==> config.mk <==
export PLATFORM = sky130hd
export DESIGN_NAME = ready_evt_irq
export DESIGN_NICKNAME = d
export VERILOG_FILES = /design/src/rtl/ready_evt_pkg.sv /design/src/rtl/ready_sync.sv /design/src/rtl/ready_edge_det.sv /design/src/rtl/ready_flag_bank.sv /design/src/rtl/ready_evt_irq.sv
export SDC_FILE = /design/constraint.sdc
export NUM_CORES = 1
export LEC_CHECK = 0
export ABC_CLOCK_PERIOD_IN_PS = 1200
export BUFFER_PORTS_ARGS = -buffer_cell sky130_fd_sc_hd__buf_2
export CAP_MARGIN = 20
export CORE_ASPECT_RATIO = 1.75
export CORE_MARGIN = 2
export CORE_UTILIZATION = 38
export DETAILED_ROUTE_END_ITERATION = 12
export PLACE_DENSITY = 0.78
export SLEW_MARGIN = 20
export SYNTH_ARGS = -nofsm -noshare
export SYNTH_HDL_FRONTEND = slang
export SYNTH_SLANG_ARGS = --single-unit
==> constraint.sdc <==
create_clock -name clk -period 1.2 [get_ports clk]
set_input_delay 0.06 -clock clk [delete_from_list [all_inputs] [get_ports clk]]
set_output_delay 0.06 -clock clk [all_outputs]
set_load 0.01 [all_outputs]
==> src/rtl/ready_evt_pkg.sv <==
package ready_evt_pkg;
  typedef enum logic [1:0] {
    SEL_POL  = 2'd0,
    SEL_FLAG = 2'd1,
    SEL_IEN  = 2'd2,
    SEL_LIVE = 2'd3
  } reg_sel_e;

  // bit position of the interrupt enable field inside its register
  localparam int IEN_LSB = 8;
endpackage

==> src/rtl/ready_sync.sv <==
module ready_sync #(
  parameter int W      = 4,
  parameter int STAGES = 2
) (
  input  logic         clk,
  input  logic         rst_n,
  input  logic [W-1:0] d,
  output logic [W-1:0] q
);
  logic [W-1:0] stg [STAGES];

  always_ff @(posedge clk or negedge rst_n) begin
    if (!rst_n) begin
      for (int i = 0; i < STAGES; i++) stg[i] <= '0;
    end else begin
      stg[0] <= d;
      for (int i = 1; i < STAGES; i++) stg[i] <= stg[i-1];
    end
  end

  assign q = stg[STAGES-1];
endmodule

==> src/rtl/ready_edge_det.sv <==
module ready_edge_det #(
  parameter int W      = 4,
  parameter int STAGES = 2
) (
  input  logic         clk,
  input  logic         rst_n,
  input  logic [W-1:0] lvl,
  input  logic [W-1:0] pol,
  output logic [W-1:0] evt
);
  // edges until both the synchronized level and its previous copy are valid
  localparam int WARM = STAGES + 1;
  localparam int CW   = $clog2(WARM + 1);

  logic [CW-1:0] warm_cnt;
  logic [W-1:0]  prev_lvl;
  logic          armed;

  assign armed = (warm_cnt == CW'(WARM));

  always_ff @(posedge clk or negedge rst_n) begin
    if (!rst_n) begin
      warm_cnt <= '0;
      prev_lvl <= '0;
    end else begin
      prev_lvl <= lvl;
      if (!armed) warm_cnt <= warm_cnt + 1'b1;
    end
  end

  // a change whose new level differs from the polarity bit is the ready edge
  for (genvar i = 0; i < W; i++) begin : g_pin
    assign evt[i] = armed && (lvl[i] != prev_lvl[i]) && (lvl[i] != pol[i]);
  end
endmodule

==> src/rtl/ready_flag_bank.sv <==
module ready_flag_bank #(
  parameter int W = 4
) (
  input  logic         clk,
  input  logic         rst_n,
  input  logic [W-1:0] set,
  input  logic [W-1:0] clr,
  output logic [W-1:0] flags
);
  always_ff @(posedge clk or negedge rst_n) begin
    if (!rst_n) flags <= '0;
    else        flags <= (flags & ~clr) | set;
  end
endmodule

==> src/rtl/ready_evt_irq.sv <==
module ready_evt_irq
  import ready_evt_pkg::*;
#(
  parameter int NPIN        = 4,
  parameter int SYNC_STAGES = 2,
  parameter int DATA_W      = 32
) (
  input  logic              clk,
  input  logic              rst_n,
  input  logic [NPIN-1:0]   wait_pin_i,
  input  logic              wr_en_i,
  input  logic [1:0]        wr_sel_i,
  input  logic [DATA_W-1:0] wr_data_i,
  input  logic [1:0]        rd_sel_i,
  output logic [DATA_W-1:0] rd_data_o,
  output logic              irq_o
);
  logic [NPIN-1:0] live_lvl;
  logic [NPIN-1:0] pol_q;
  logic [NPIN-1:0] ien_q;
  logic [NPIN-1:0] flag_q;
  logic [NPIN-1:0] evt;
  logic [NPIN-1:0] clr_mask;

  ready_sync #(.W(NPIN), .STAGES(SYNC_STAGES)) u_sync (
    .clk(clk), .rst_n(rst_n), .d(wait_pin_i), .q(live_lvl)
  );

  ready_edge_det #(.W(NPIN), .STAGES(SYNC_STAGES)) u_edge (
    .clk(clk), .rst_n(rst_n), .lvl(live_lvl), .pol(pol_q), .evt(evt)
  );

  assign clr_mask = (wr_en_i && reg_sel_e'(wr_sel_i) == SEL_FLAG)
                    ? wr_data_i[NPIN-1:0] : '0;

  ready_flag_bank #(.W(NPIN)) u_flags (
    .clk(clk), .rst_n(rst_n), .set(evt), .clr(clr_mask), .flags(flag_q)
  );

  always_ff @(posedge clk or negedge rst_n) begin
    if (!rst_n) begin
      pol_q <= '0;
      ien_q <= '0;
    end else if (wr_en_i) begin
      if (reg_sel_e'(wr_sel_i) == SEL_POL) pol_q <= wr_data_i[NPIN-1:0];
      if (reg_sel_e'(wr_sel_i) == SEL_IEN) ien_q <= wr_data_i[IEN_LSB +: NPIN];
    end
  end

  always_comb begin
    rd_data_o = '0;
    unique case (reg_sel_e'(rd_sel_i))
      SEL_POL:  rd_data_o[NPIN-1:0]       = pol_q;
      SEL_FLAG: rd_data_o[NPIN-1:0]       = flag_q;
      SEL_IEN:  rd_data_o[IEN_LSB +: NPIN] = ien_q;
      SEL_LIVE: rd_data_o[NPIN-1:0]       = live_lvl;
      default:  rd_data_o = '0;
    endcase
  end

  assign irq_o = |(flag_q & ien_q);
endmodule

==> results of run 1 <==
[registers in the layout, indices dropped and copies added (netlist names)]
name             count
u_flags.flags        4
u_sync.stg           4
u_edge.prev_lvl      4
ien_q                4
pol_q                4
u_edge.warm_cnt      2
u_sync.q             4
[synthesized netlist by cell type]
cell type and count:
sky130_fd_sc_hd__dfrtp_1 26, sky130_fd_sc_hd__buf_4 24, sky130_fd_sc_hd__mux2_2 9, sky130_fd_sc_hd__a211o_1 4
sky130_fd_sc_hd__and2_1 4, sky130_fd_sc_hd__and4b_1 4, sky130_fd_sc_hd__mux2i_1 4, sky130_fd_sc_hd__nand3_1 4
sky130_fd_sc_hd__nand4b_1 4, sky130_fd_sc_hd__nor4bb_1 4, sky130_fd_sc_hd__o21ai_0 4, sky130_fd_sc_hd__a22oi_1 2
sky130_fd_sc_hd__buf_2 2, sky130_fd_sc_hd__clkbuf_1 1, sky130_fd_sc_hd__conb_1 1, sky130_fd_sc_hd__ha_1 1
sky130_fd_sc_hd__nand2_1 1, sky130_fd_sc_hd__nand3b_1 1, sky130_fd_sc_hd__nor2b_1 1, sky130_fd_sc_hd__nor3b_4 1
sky130_fd_sc_hd__xnor2_1 1
[cell families after synthesis]
group,Yosys count,synth area share [%]
buf+inv,27,15.18
flops,26,50.93
simple gates,24,15.38
mux,13,11.07
compound gates,10,5.484
fa+ha+maj,1,0.9793
other cells,1,0.2935
xor+xnor,1,0.6857
[power by group]
| group | leakage (nW) | switching, mW | internal [mW] |
|---|---|---|---|
| Sequential | 0.291 | 0.0763 | 0.969 |
| Combinational | 0.400 | 0.183 | 0.204 |
| Clock | 0.0288 | 0.262 | 0.293 |
| Total | 0.720 | 0.521 | 1.47 |
[layout make-up]
cell class / count / area, µm² / share of cell area [%]
clock buffers: 4 / 55.05 / 3.601
multi-input cells: 73 / 554.3 / 36.25
flip-flops and latches: 26 / 650.6 / 42.55
well taps: 43 / 53.80 / 3.519
repair buffers: 36 / 215.2 / 14.08
[what timing repair did]
action,in CTS,in global routing
hold buffers,5,0
endpoints found under the hold margin,30,0
buffers inserted,0,4
setup endpoints to repair,3,8
gates resized for setup,3,6
[worst paths after layout]
path                                           startpoint                           end  slack, ps  cells after the start
setup / recovery           u_edge.warm_cnt[0]$_DFFE_PN0N_    u_flags.flags[1]$_DFF_PN0_         10                      3
min in group asynchronous                           rst_n       u_sync.stg[7]$_DFF_PN0_        310                      2
hold / removal                               wr_data_i[9]          ien_q[1]$_DFFE_PN0P_         30                      2
max in group asynchronous                           rst_n  u_edge.prev_lvl[1]$_DFF_PN0_        500                      2
hold reg to reg                   u_sync.stg[4]$_DFF_PN0_         u_sync.q[0]$_DFF_PN0_        360                      0
setup reg to reg           u_edge.warm_cnt[0]$_DFFE_PN0N_    u_flags.flags[1]$_DFF_PN0_         10                      3
[through the flow]
| stage | hold slack (ps) | util (%) | power, mW | instances |
|---|---|---|---|---|
| 2_1_floorplan | -235.6 | - | 1.300 | 126 |
| 3_3_place_gp | 67.56 | 42.87 | 1.355 | 169 |
| 3_5_place_dp | 88.39 | 42.87 | 1.380 | 169 |
| 4_1_cts | 24.28 | 46.89 | 1.944 | 178 |
| 5_1_grt | 26.10 | 48.15 | 2.091 | 182 |
| 6_report | 25.70 | 48.15 | 1.988 | 182 |
[cells in the final DEF (no fill, tap or decap), types with 4 or more instances in the layout]
cell	instances
sky130_fd_sc_hd__buf_2	27
sky130_fd_sc_hd__dfrtp_1	26
sky130_fd_sc_hd__conb_1	24
sky130_fd_sc_hd__mux2_2	9
sky130_fd_sc_hd__dlygate4sd3_1	5
sky130_fd_sc_hd__nand4b_1	4
sky130_fd_sc_hd__and4b_1	4
sky130_fd_sc_hd__a211o_1	4
sky130_fd_sc_hd__mux2i_1	4
sky130_fd_sc_hd__nand3_1	4
sky130_fd_sc_hd__o21ai_1	4
sky130_fd_sc_hd__and2_1	4
sky130_fd_sc_hd__clkbuf_8	4
sky130_fd_sc_hd__buf_4	4
[worst max-delay path, delay by kind of cell (launching register included)]
kind | cells | cell delay (ps)
DFF | 1 | 420
and+or+nand+nor | 1 | 180
AOI/OAI and AO/OA | 1 | 270
adders and majority gates | 1 | 210
[metal layers]
| metal | wire length [µm] | part of all wire (%) | vias to the layer above |
|---|---|---|---|
| li1 | - | - | 395 |
| met4 | 51 | 2.2 | 0 |
| met3 | 149 | 6.4 | 6 |
| met5 | 0 | 0 | - |
| met2 | 1222 | 53 | 52 |
| met1 | 903 | 39 | 408 |
==> out/qor.log, run 1 <==
[outcome] run status finished clean
[setup_path] list of cells traversed by the critical path ha_4 -> and4b_1 -> a211o_1
[timing] worst-case setup margin in the final layout 12.29 ps
[grt] Most Used Layer, Global Route met2
[power] Lkg Pwr 0.7204 nW
[clock_tree] clk buf depth 2
[logic_synthesis] average cell area after synthesis 12.40 µm²
[finish] NumNets Final 184
[place] input/output buffers 27
[die] effective utilization at floorplan 40.23%
[timing] final setup fails 0
[drt] DR DRC count 0
[logic_synthesis] main area contributors after synthesis sky130_fd_sc_hd__dfrtp_1 (51%), sky130_fd_sc_hd__buf_4 (14%), sky130_fd_sc_hd__mux2_2 (7.9%), sky130_fd_sc_hd__and4b_1 (3.1%), sky130_fd_sc_hd__mux2i_1 (3.1%)
[clock_tree] clock input transition at the sequential cells of the worst setup and hold paths 90 ps
[die] num ports 76
[logic_synthesis] post-synthesis instance area 1277 µm²
[place] setup slack after placement -37.41 ps
[grt] global routing usage summed across all routing layers 13.28%
[timing] final-layout setup total negative slack 0 ps
[timing] worst clock skew on the final layout 5.874 ps
[drt] count of antenna-violating nets left after detailed routing 0
[power] maximum vdd drop 0.001020 V
[timing] Period minus WS final 1188 ps
[timing] transition time of the tightest slew-check pin 569.1 ps
[hold_path] worst hold path type in -> reg
[job] max capacitance violation total 0
[finish] post-synthesis to final-layout area growth 19.69%
[logic_synthesis] sequential cell area fraction in the yosys report 50.93%
[grt] initial antenna violation count 0
[logic_synthesis] top cell type's share of synthesized area 50.93%
[logic_synthesis] cell type contributing the most total cell area after synthesis sky130_fd_sc_hd__dfrtp_1
[setup_path] peak fanout along the critical path 10
[grt] GRT met1 Usage 14.85%
[drt] iteration count of the initial detailed-routing pass 4
[finish] layout cells sized above 1 35.97%
[power] Power Density 1300 nW/µm²
[finish] total of fill cells in the finished design 285
[grt] global-route wire length before repair 3657 µm
[setup_path] largest incremental delay on the critical path 420 ps
[clock_tree] number of CTS-inserted buffers 3
[setup_path] cell at the slowest stage of the critical path sky130_fd_sc_hd__dfrtp_1
[grt] met3 track demand over resource 1.348%
[die] die area 3860 µm²
[setup_path] endpoint arrival time on the critical path 1340 ps
[drt] DRT Wirelength 2326 µm
[grt] maximum number of pins on one net before global-route repair 27
[timing] worst rel slew slack 62.06%
[drt] via count of the routed design 861
[drt] wire length per cell 12.78 µm
[finish] Antenna Diode Count 0
[clock_tree] TritonCTS clock tree yes
[timing] RSZ-0062 raised after global routing true
[logic_synthesis] number of storage elements in the synthesis netlist 26
[setup_path] Required @ worst endpoint 1350 ps
[clock_tree] clock latency reported for the late side of the worst-skew pair 270 ps
[die] Die W 47.83 µm
[place] RD Place Congestion 0.7349
[timing] fin. max-slew vios 0
[logic_synthesis] total number of yosys warnings 0
[die] die height 80.70 µm
[logic_synthesis] synthesized instance count 103
[drt] initial DRC count 8
[grt] vias in the first global route 838
[setup_path] critical path startpoint category flop
[drt] number of vias per cell 4.731
[setup_path] Crit Path Category reg -> reg
[place] instance area after placement 1361 µm²
[clock_tree] H-tree Lvls 1
[setup_path] critical path endpoint category flop
[clock_tree] CTS sink cnt 26
[logic_synthesis] synth unique cells 21
[grt] total overflow reported by the global router 0
[timing] Max Freq 842.0 MHz
[grt] global routing met2 resource utilization 23.33%
[clock_tree] root buffer cell sky130_fd_sc_hd__clkbuf_8
[die] cell row count 27
[place] post-detailed-placement half-perimeter wirelength 1734 µm
[timing] post-route clock period utilization 98.98%
[finish] cell area after layout 1529 µm²
[die] core region area 3176 µm²
[timing] Fin. Hold Viols 0
No activity file was read; power rests on OpenSTA's default activity.
==> run 2, diff against run 1 <==
Settings changed: ABC_CLOCK_PERIOD_IN_PS 1200 to 1500, CORE_UTILIZATION 38 to 48, CTS_BUF_LIST from default to sky130_fd_sc_hd__clkbuf_4, PLACE_DENSITY 0.78 to 0.91.
Clock period 1.2 ns to 1.5 ns, I/O delays scaled along.
==> run 2 against run 1 <==
Compared with the run above: global-route usage up 2.8 points; hold slack worse by 22 ps; first-iteration DRC count up 75%; maximum frequency down 13%; combinational power down 30%; sequential cell count unchanged; setup slack better by 130 ps; utilization up 9.3 points; cell area down 5.2%; sequential share of layout area up 2.3 points; register-to-register slack better by 130 ps; via count down 0.81%.
==> out/qor.log, run 2 (same netlist as run 1, synthesis figures left out) <==
[die] cell row count 24 [-11%]
[timing] transition time of the tightest slew-check pin 553.7 ps [-15.31 ps]
[clock_tree] root buffer cell sky130_fd_sc_hd__clkbuf_4
[drt] iteration count of the initial detailed-routing pass 4 [unchanged]
[setup_path] Crit Path Category reg -> reg
[die] core region area 2522 µm² [-21%]
[setup_path] critical path startpoint category flop
[drt] initial DRC count 14 [+6]
[finish] Antenna Diode Count 0 [unchanged]
[grt] total overflow reported by the global router 0 [unchanged]
[job] max capacitance violation total 0 [unchanged]
[grt] global routing usage summed across all routing layers 16.04% [+2.8 points]
[setup_path] Required @ worst endpoint 1710 ps [+360 ps]
[place] post-placement cell count 152 [-10%]
[setup_path] register-to-register setup slack 140 ps [+130 ps]
[timing] RSZ-0062 raised after global routing false
[power] Power Density 961.2 nW/µm² [-26%]
[drt] count of antenna-violating nets left after detailed routing 0 [unchanged]
[setup_path] list of cells traversed by the critical path ha_1 -> and4b_1 -> a211o_1
[clock_tree] TritonCTS clock tree yes
[setup_path] Critical path origin u_edge.warm_cnt[0]$_DFFE_PN0N_
[timing] fin. max-slew vios 0 [unchanged]
[die] effective utilization at floorplan 50.64% [+10 points]
[timing] worst clock skew on the final layout 1.754 ps [-4.121 ps]
[grt] global-route wire length before repair 3760 µm [+2.8%]
[clock_tree] # hold bufs at CTS 8 [+3]
[die] Die W 43.00 µm [-10%]
[timing] Max Freq 734.0 MHz [-13%]
[timing] final setup fails 0 [unchanged]
[drt] number of vias per cell 5.207 [+10%]
[drt] DR DRC count 0 [unchanged]
[grt] maximum number of pins on one net before global-route repair 27 [unchanged]
[die] num ports 76 [unchanged]
[die] die height 72.25 µm [-10%]
[clock_tree] H-tree Lvls 1 [unchanged]
[place] RD Place Congestion 0.7703 [+4.8%]
[clock_tree] clock input transition at the sequential cells of the worst setup and hold paths 130 ps [+40 ps]
[clock_tree] number of CTS-inserted buffers 3 [unchanged]
[drt] DRT Wirelength 2311 µm [-0.64%]
[setup_path] kind of cell adding the most delay to the critical path flip-flops
[outcome] run status finished clean
[setup_path] endpoint arrival time on the critical path 1580 ps [+240 ps]
[clock_tree] clk buf depth 2 [unchanged]
[finish] layout cells sized above 1 28.99% [-7.0 points]
[setup_path] crit path buf inv count 0 [unchanged]
[setup_path] largest incremental delay on the critical path 420 ps [about the same]
[hold_path] worst hold path type in -> reg
[setup_path] cell at the slowest stage of the critical path sky130_fd_sc_hd__dfrtp_1
[place] post-detailed-placement half-perimeter wirelength 1790 µm [+3.2%]
[drt] via count of the routed design 854 [-0.81%]
[timing] post-route clock period utilization 90.82% [-8.2 points]
[finish] post-synthesis to final-layout area growth 13.52%
[hold_path] startpoint of the worst hold path wr_data_i[3]
[grt] vias in the first global route 871 [+3.9%]
[finish] most used cells in the layout excluding fill and tap cells sky130_fd_sc_hd__buf_2 (27), sky130_fd_sc_hd__dfrtp_1 (26), sky130_fd_sc_hd__conb_1 (24)
[timing] worst rel slew slack 63.08% [+1.0 points]
[finish] NumNets Final 184 [unchanged]
[place] input/output buffers 27 [unchanged]
[clock_tree] clock latency reported for the late side of the worst-skew pair 310 ps [+40 ps]
[clock_tree] CTS-repair resized insts 0 [-3]
[timing] Fin. Hold Viols 0 [unchanged]
[drt] wire length per cell 14.09 µm [+10%]
[setup_path] critical path endpoint category flop
[setup_path] reg-to-reg startpoint u_edge.warm_cnt[0]$_DFFE_PN0N_
[setup_path] peak fanout along the critical path 10 [unchanged]
[timing] final-layout setup total negative slack 0 ps [unchanged]
[finish] most common cell after layout, fill and taps aside sky130_fd_sc_hd__buf_2
[clock_tree] CTS sink cnt 26 [unchanged]
[power] Lkg Pwr 0.6999 nW [-2.8%]
[clock_tree] buffers inserted by post-CTS timing repair 0 [unchanged]
[timing] Period minus WS final 1362 ps [+174.6 ps]
[finish] post-layout instance count excluding filler cells 164 [-9.9%]
[power] maximum vdd drop 0.0007215 V [-29%]
[grt] initial antenna violation count 0 [unchanged]
[die] die area 3106 µm² [-20%]
-- run 2: final cells by class --
| class | count | area [µm²] |
|---|---|---|
| timing repair buffer | 36 | 225.2 |
| multi-input combinational | 73 | 519.2 |
| tap | 26 | 32.53 |
| clock buffer | 3 | 22.52 |
| fill | 222 | 1072 |
| sequential | 26 | 650.6 |
-- run 2: where the power goes --
group	switching (mW)	total (mW)	internal, mW
sequential	0.0622	0.838	0.775
clock	0.192	0.286	0.0940
combinational	0.133	0.271	0.137
-- run 2: final timing paths --
kind | endpoint | cells past startpoint
worst max register to register | u_flags.flags[0]$_DFF_PN0_ | 3
min in group asynchronous | u_sync.stg[6]$_DFF_PN0_ | 2
max in group asynchronous | ien_q[2]$_DFFE_PN0P_ | 2
worst max-delay path | u_flags.flags[0]$_DFF_PN0_ | 3
worst min register to register | u_sync.q[1]$_DFF_PN0_ | 0
worst min-delay path | pol_q[3]$_DFFE_PN0P_ | 2
-- run 2: stage by stage --
stage / util [%] / hold WS (ps) / setup WS [ps] / total power, mW / area (µm²)
final: 57.49 / 3.557 / 137.7 / 1.394 / 1450
after global routing: 57.49 / 3.496 / 72.91 / 1.470 / 1450
after CTS: 57.09 / 0.9036 / 133.3 / 1.396 / 1440
after detailed placement: 53.03 / 97.47 / 154.3 / 1.106 / 1338
after global placement: 53.03 / 83.25 / 202.5 / 1.084 / 1338
after floorplan: - / -220.6 / 232.0 / 1.040 / 1364
-- run 2: per-layer routing --
| layer | track usage, % | routed length (µm) | vias up |
|---|---|---|---|
| li1 | - | - | 392 |
| met1 | 18.74 | 829 | 414 |
| met5 | 0 | 0 | - |
| met3 | 1.990 | 131 | 5 |
| met4 | 7.744 | 39 | 0 |
| met2 | 28.45 | 1310 | 43 |
==> run 3, diff against run 2 <==
Settings changed: ABC_CLOCK_PERIOD_IN_PS 1500 to 1180, CORE_UTILIZATION 48 to 40, CTS_CLUSTER_SIZE from default to 16, PLACE_DENSITY 0.91 to 0.82.
Clock period 1.5 ns to 1.18 ns, I/O delays scaled along.
==> run 3 against run 2 <==
Compared with the run above: cell count grew 17%; utilization shrank 6.2 points; wire length shrank 5.5%; sequential cell count is the same; register-to-register slack lost 130 ps; clock power grew 24%; cell area grew 9.8%; critical endpoint is now rd_data_o[3]; clock skew is essentially flat; critical path depth is the same; sequential share of layout area shrank 4.0 points.
==> out/qor.log, run 3 (same netlist as run 1, synthesis figures left out) <==
[outcome] run status finished clean
[die] effective utilization at floorplan 41.10% [-9.5 points]
[clock_tree] CTS sink cnt 26 [unchanged]
[setup_path] endpoint arrival time on the critical path 1120 ps [-460 ps]
[finish] layout cells sized above 1 34.23% [+5.2 points]
[power] Clk network pwr share 19.5% [-1.0 points]
[timing] fin. max-slew vios 0 [unchanged]
[clock_tree] number of CTS-inserted buffers 3 [unchanged]
[place] input/output buffers 27 [unchanged]
[power] maximum vdd drop 0.0008749 V [+21%]
[drt] wire length per cell 11.37 µm [-19%]
[job] max capacitance violation total 0 [unchanged]
[place] instance area after placement 1361 µm² [+1.8%]
[timing] final setup fails 0 [unchanged]
[finish] total of fill cells in the finished design 305 [+37%]
[timing] RSZ-0062 raised after global routing true
[clock_tree] TritonCTS clock tree yes
[clock_tree] clock input transition at the sequential cells of the worst setup and hold paths 120 ps [about the same]
[timing] worst rel slew slack 62.12% [-0.96 points]
[clock_tree] H-tree Lvls 1 [unchanged]
[drt] iteration count of the initial detailed-routing pass 4 [unchanged]
[timing] Max Freq 847.9 MHz
[die] cell row count 27 [+13%]
[drt] initial DRC count 12 [-2]
[grt] global routing usage summed across all routing layers 12.80% [-3.2 points]
[timing] Fin. Hold Viols 0 [unchanged]
[finish] most common cell after layout, fill and taps aside sky130_fd_sc_hd__buf_2
[drt] count of antenna-violating nets left after detailed routing 0 [unchanged]
[power] Power Density 1142 nW/µm² [+19%]
[setup_path] Required @ worst endpoint 1120 ps [-590 ps]
[timing] Period minus WS final 1179 ps
[place] post-placement cell count 169 [+11%]
[finish] post-layout instance count excluding filler cells 192 [+17%]
[die] Die W 46.72 µm [+8.7%]
[power] Lkg Pwr 0.7501 nW [+7.2%]
[finish] NumNets Final 195 [+6.0%]
[setup_path] critical path endpoint category output pin
[finish] post-synthesis to final-layout area growth 24.68%
[timing] transition time of the tightest slew-check pin 568.2 ps [+14.42 ps]
[timing] final-layout setup total negative slack 0 ps [unchanged]
[timing] worst clock skew on the final layout 1.269 ps [-0.4843 ps]
[drt] DRT Wirelength 2183 µm [-5.5%]
[timing] post-route clock period utilization 99.95%
[clock_tree] clock latency reported for the late side of the worst-skew pair 310 ps [about the same]
[power] share of power burned in registers 58.5% [-1.6 points]
[drt] number of vias per cell 4.542 [-13%]
[drt] via count of the routed design 872 [+2.1%]
[power] Sw Ratio 27.01% [-0.75 points]
[hold_path] worst hold path type in -> reg
[die] die height 78.76 µm [+9.0%]
[grt] global-route wire length before repair 3546 µm [-5.7%]
[power] cell-internal power 1.327 mW [+32%]
[finish] Antenna Diode Count 0 [unchanged]
[die] die area 3680 µm² [+18%]
[setup_path] critical path startpoint category flop
[die] core region area 3108 µm² [+23%]
[finish] cell area after layout 1593 µm² [+9.8%]
[drt] DR DRC count 0 [unchanged]
[clock_tree] clk buf depth 2 [unchanged]
[setup_path] Crit Path Category reg -> out
[die] num ports 76 [unchanged]
[grt] total overflow reported by the global router 0 [unchanged]
[clock_tree] root buffer cell sky130_fd_sc_hd__clkbuf_4
[grt] vias in the first global route 835 [-4.1%]
[power] net switching power 0.4910 mW [+27%]
[finish] most used cells in the layout excluding fill and tap cells sky130_fd_sc_hd__buf_2 (27), sky130_fd_sc_hd__dfrtp_1 (26), sky130_fd_sc_hd__conb_1 (24)
[grt] maximum number of pins on one net before global-route repair 27 [unchanged]
[grt] initial antenna violation count 0 [unchanged]
[power] logic gate share of total power 22.0% [+2.6 points]
[place] post-detailed-placement half-perimeter wirelength 1652 µm [-7.7%]
[setup_path] peak fanout along the critical path 3 [-7]
[place] RD Place Congestion 0.7527 [-2.3%]
run 3: cell count changes in the layout (fill, tap and decap cells not counted), sizes merged:
cell         before  now
dlygate4sd3       9   13
buf              27   34
run 3: repair_timing:
| action | 4_1_cts | 5_1_grt |
|---|---|---|
| buffers inserted | 2 | 5 |
| endpoints found under the hold margin | 38 | 0 |
| gates resized for setup | 5 | 3 |
| setup endpoints to repair | 8 | 9 |
| pin swaps | 1 | 3 |
| hold buffers | 13 | 0 |
run 3: stage by stage:
| stage | total power, mW | hold WS [ps] | worst slack, ps | util (%) |
|---|---|---|---|---|
| finish | 1.818 | 107.0 | 0.6205 | 51.25 |
| global route | 1.923 | 119.6 | -72.60 | 51.25 |
| CTS | 1.794 | 106.9 | -29.38 | 49.72 |
| detailed placement | 1.396 | 78.94 | -17.07 | 43.80 |
| global placement | 1.375 | 62.11 | 43.74 | 43.80 |
| floorplan | 1.322 | -236.6 | 14.40 | - |
run 3: worst max-delay path: stages, from the launching register on:
cell and delay (ps):
sky130_fd_sc_hd__dfrtp_1 420, sky130_fd_sc_hd__mux2i_1 90, sky130_fd_sc_hd__o21ai_1 140, sky130_fd_sc_hd__buf_2 150
run 3: layout make-up:
cell class                      instances  area [µm²]  area share (%)
Clock buffer                            3       22.52           1.414
Sequential cell                        26       650.6           40.85
Tap cell                               43       53.80           3.378
Multi-Input combinational cell         73       548.0           34.41
Timing Repair Buffer                   47       317.8           19.95
run 3: routing by layer:
metal	global-route usage, %	up-vias	routed length (µm)
met5	0	-	0
met4	5.000	0	41
met3	1.364	5	145
met2	21.67	43	1137
met1	16.04	408	859
li1	-	416	-
run 3: worst paths after layout:
check                                                   to  cells after the start                            from  slack, ps
worst min register to register       u_sync.q[1]$_DFF_PN0_                      0         u_sync.stg[5]$_DFF_PN0_        370
max in group asynchronous            u_sync.q[1]$_DFF_PN0_                      2                           rst_n        560
worst min-delay path            u_flags.flags[0]$_DFF_PN0_                      3                         wr_en_i        110
worst max-delay path                          rd_data_o[3]                      3      u_flags.flags[3]$_DFF_PN0_        0.6
min in group asynchronous          u_sync.stg[7]$_DFF_PN0_                      2                           rst_n        250
worst max register to register  u_flags.flags[2]$_DFF_PN0_                      3  u_edge.warm_cnt[0]$_DFFE_PN0N_         10
run 3: power by group through the flow:
stage | clock [mW] | sequential [mW] | combinational (mW)
6_report | 0.354 | 1.06 | 0.401
5_1_grt | 0.400 | 1.08 | 0.445
4_1_cts | 0.367 | 1.06 | 0.368
3_5_place_dp | 0 | 1.08 | 0.318
3_3_place_gp | 0 | 1.07 | 0.309
2_1_floorplan | 0 | 1.05 | 0.268
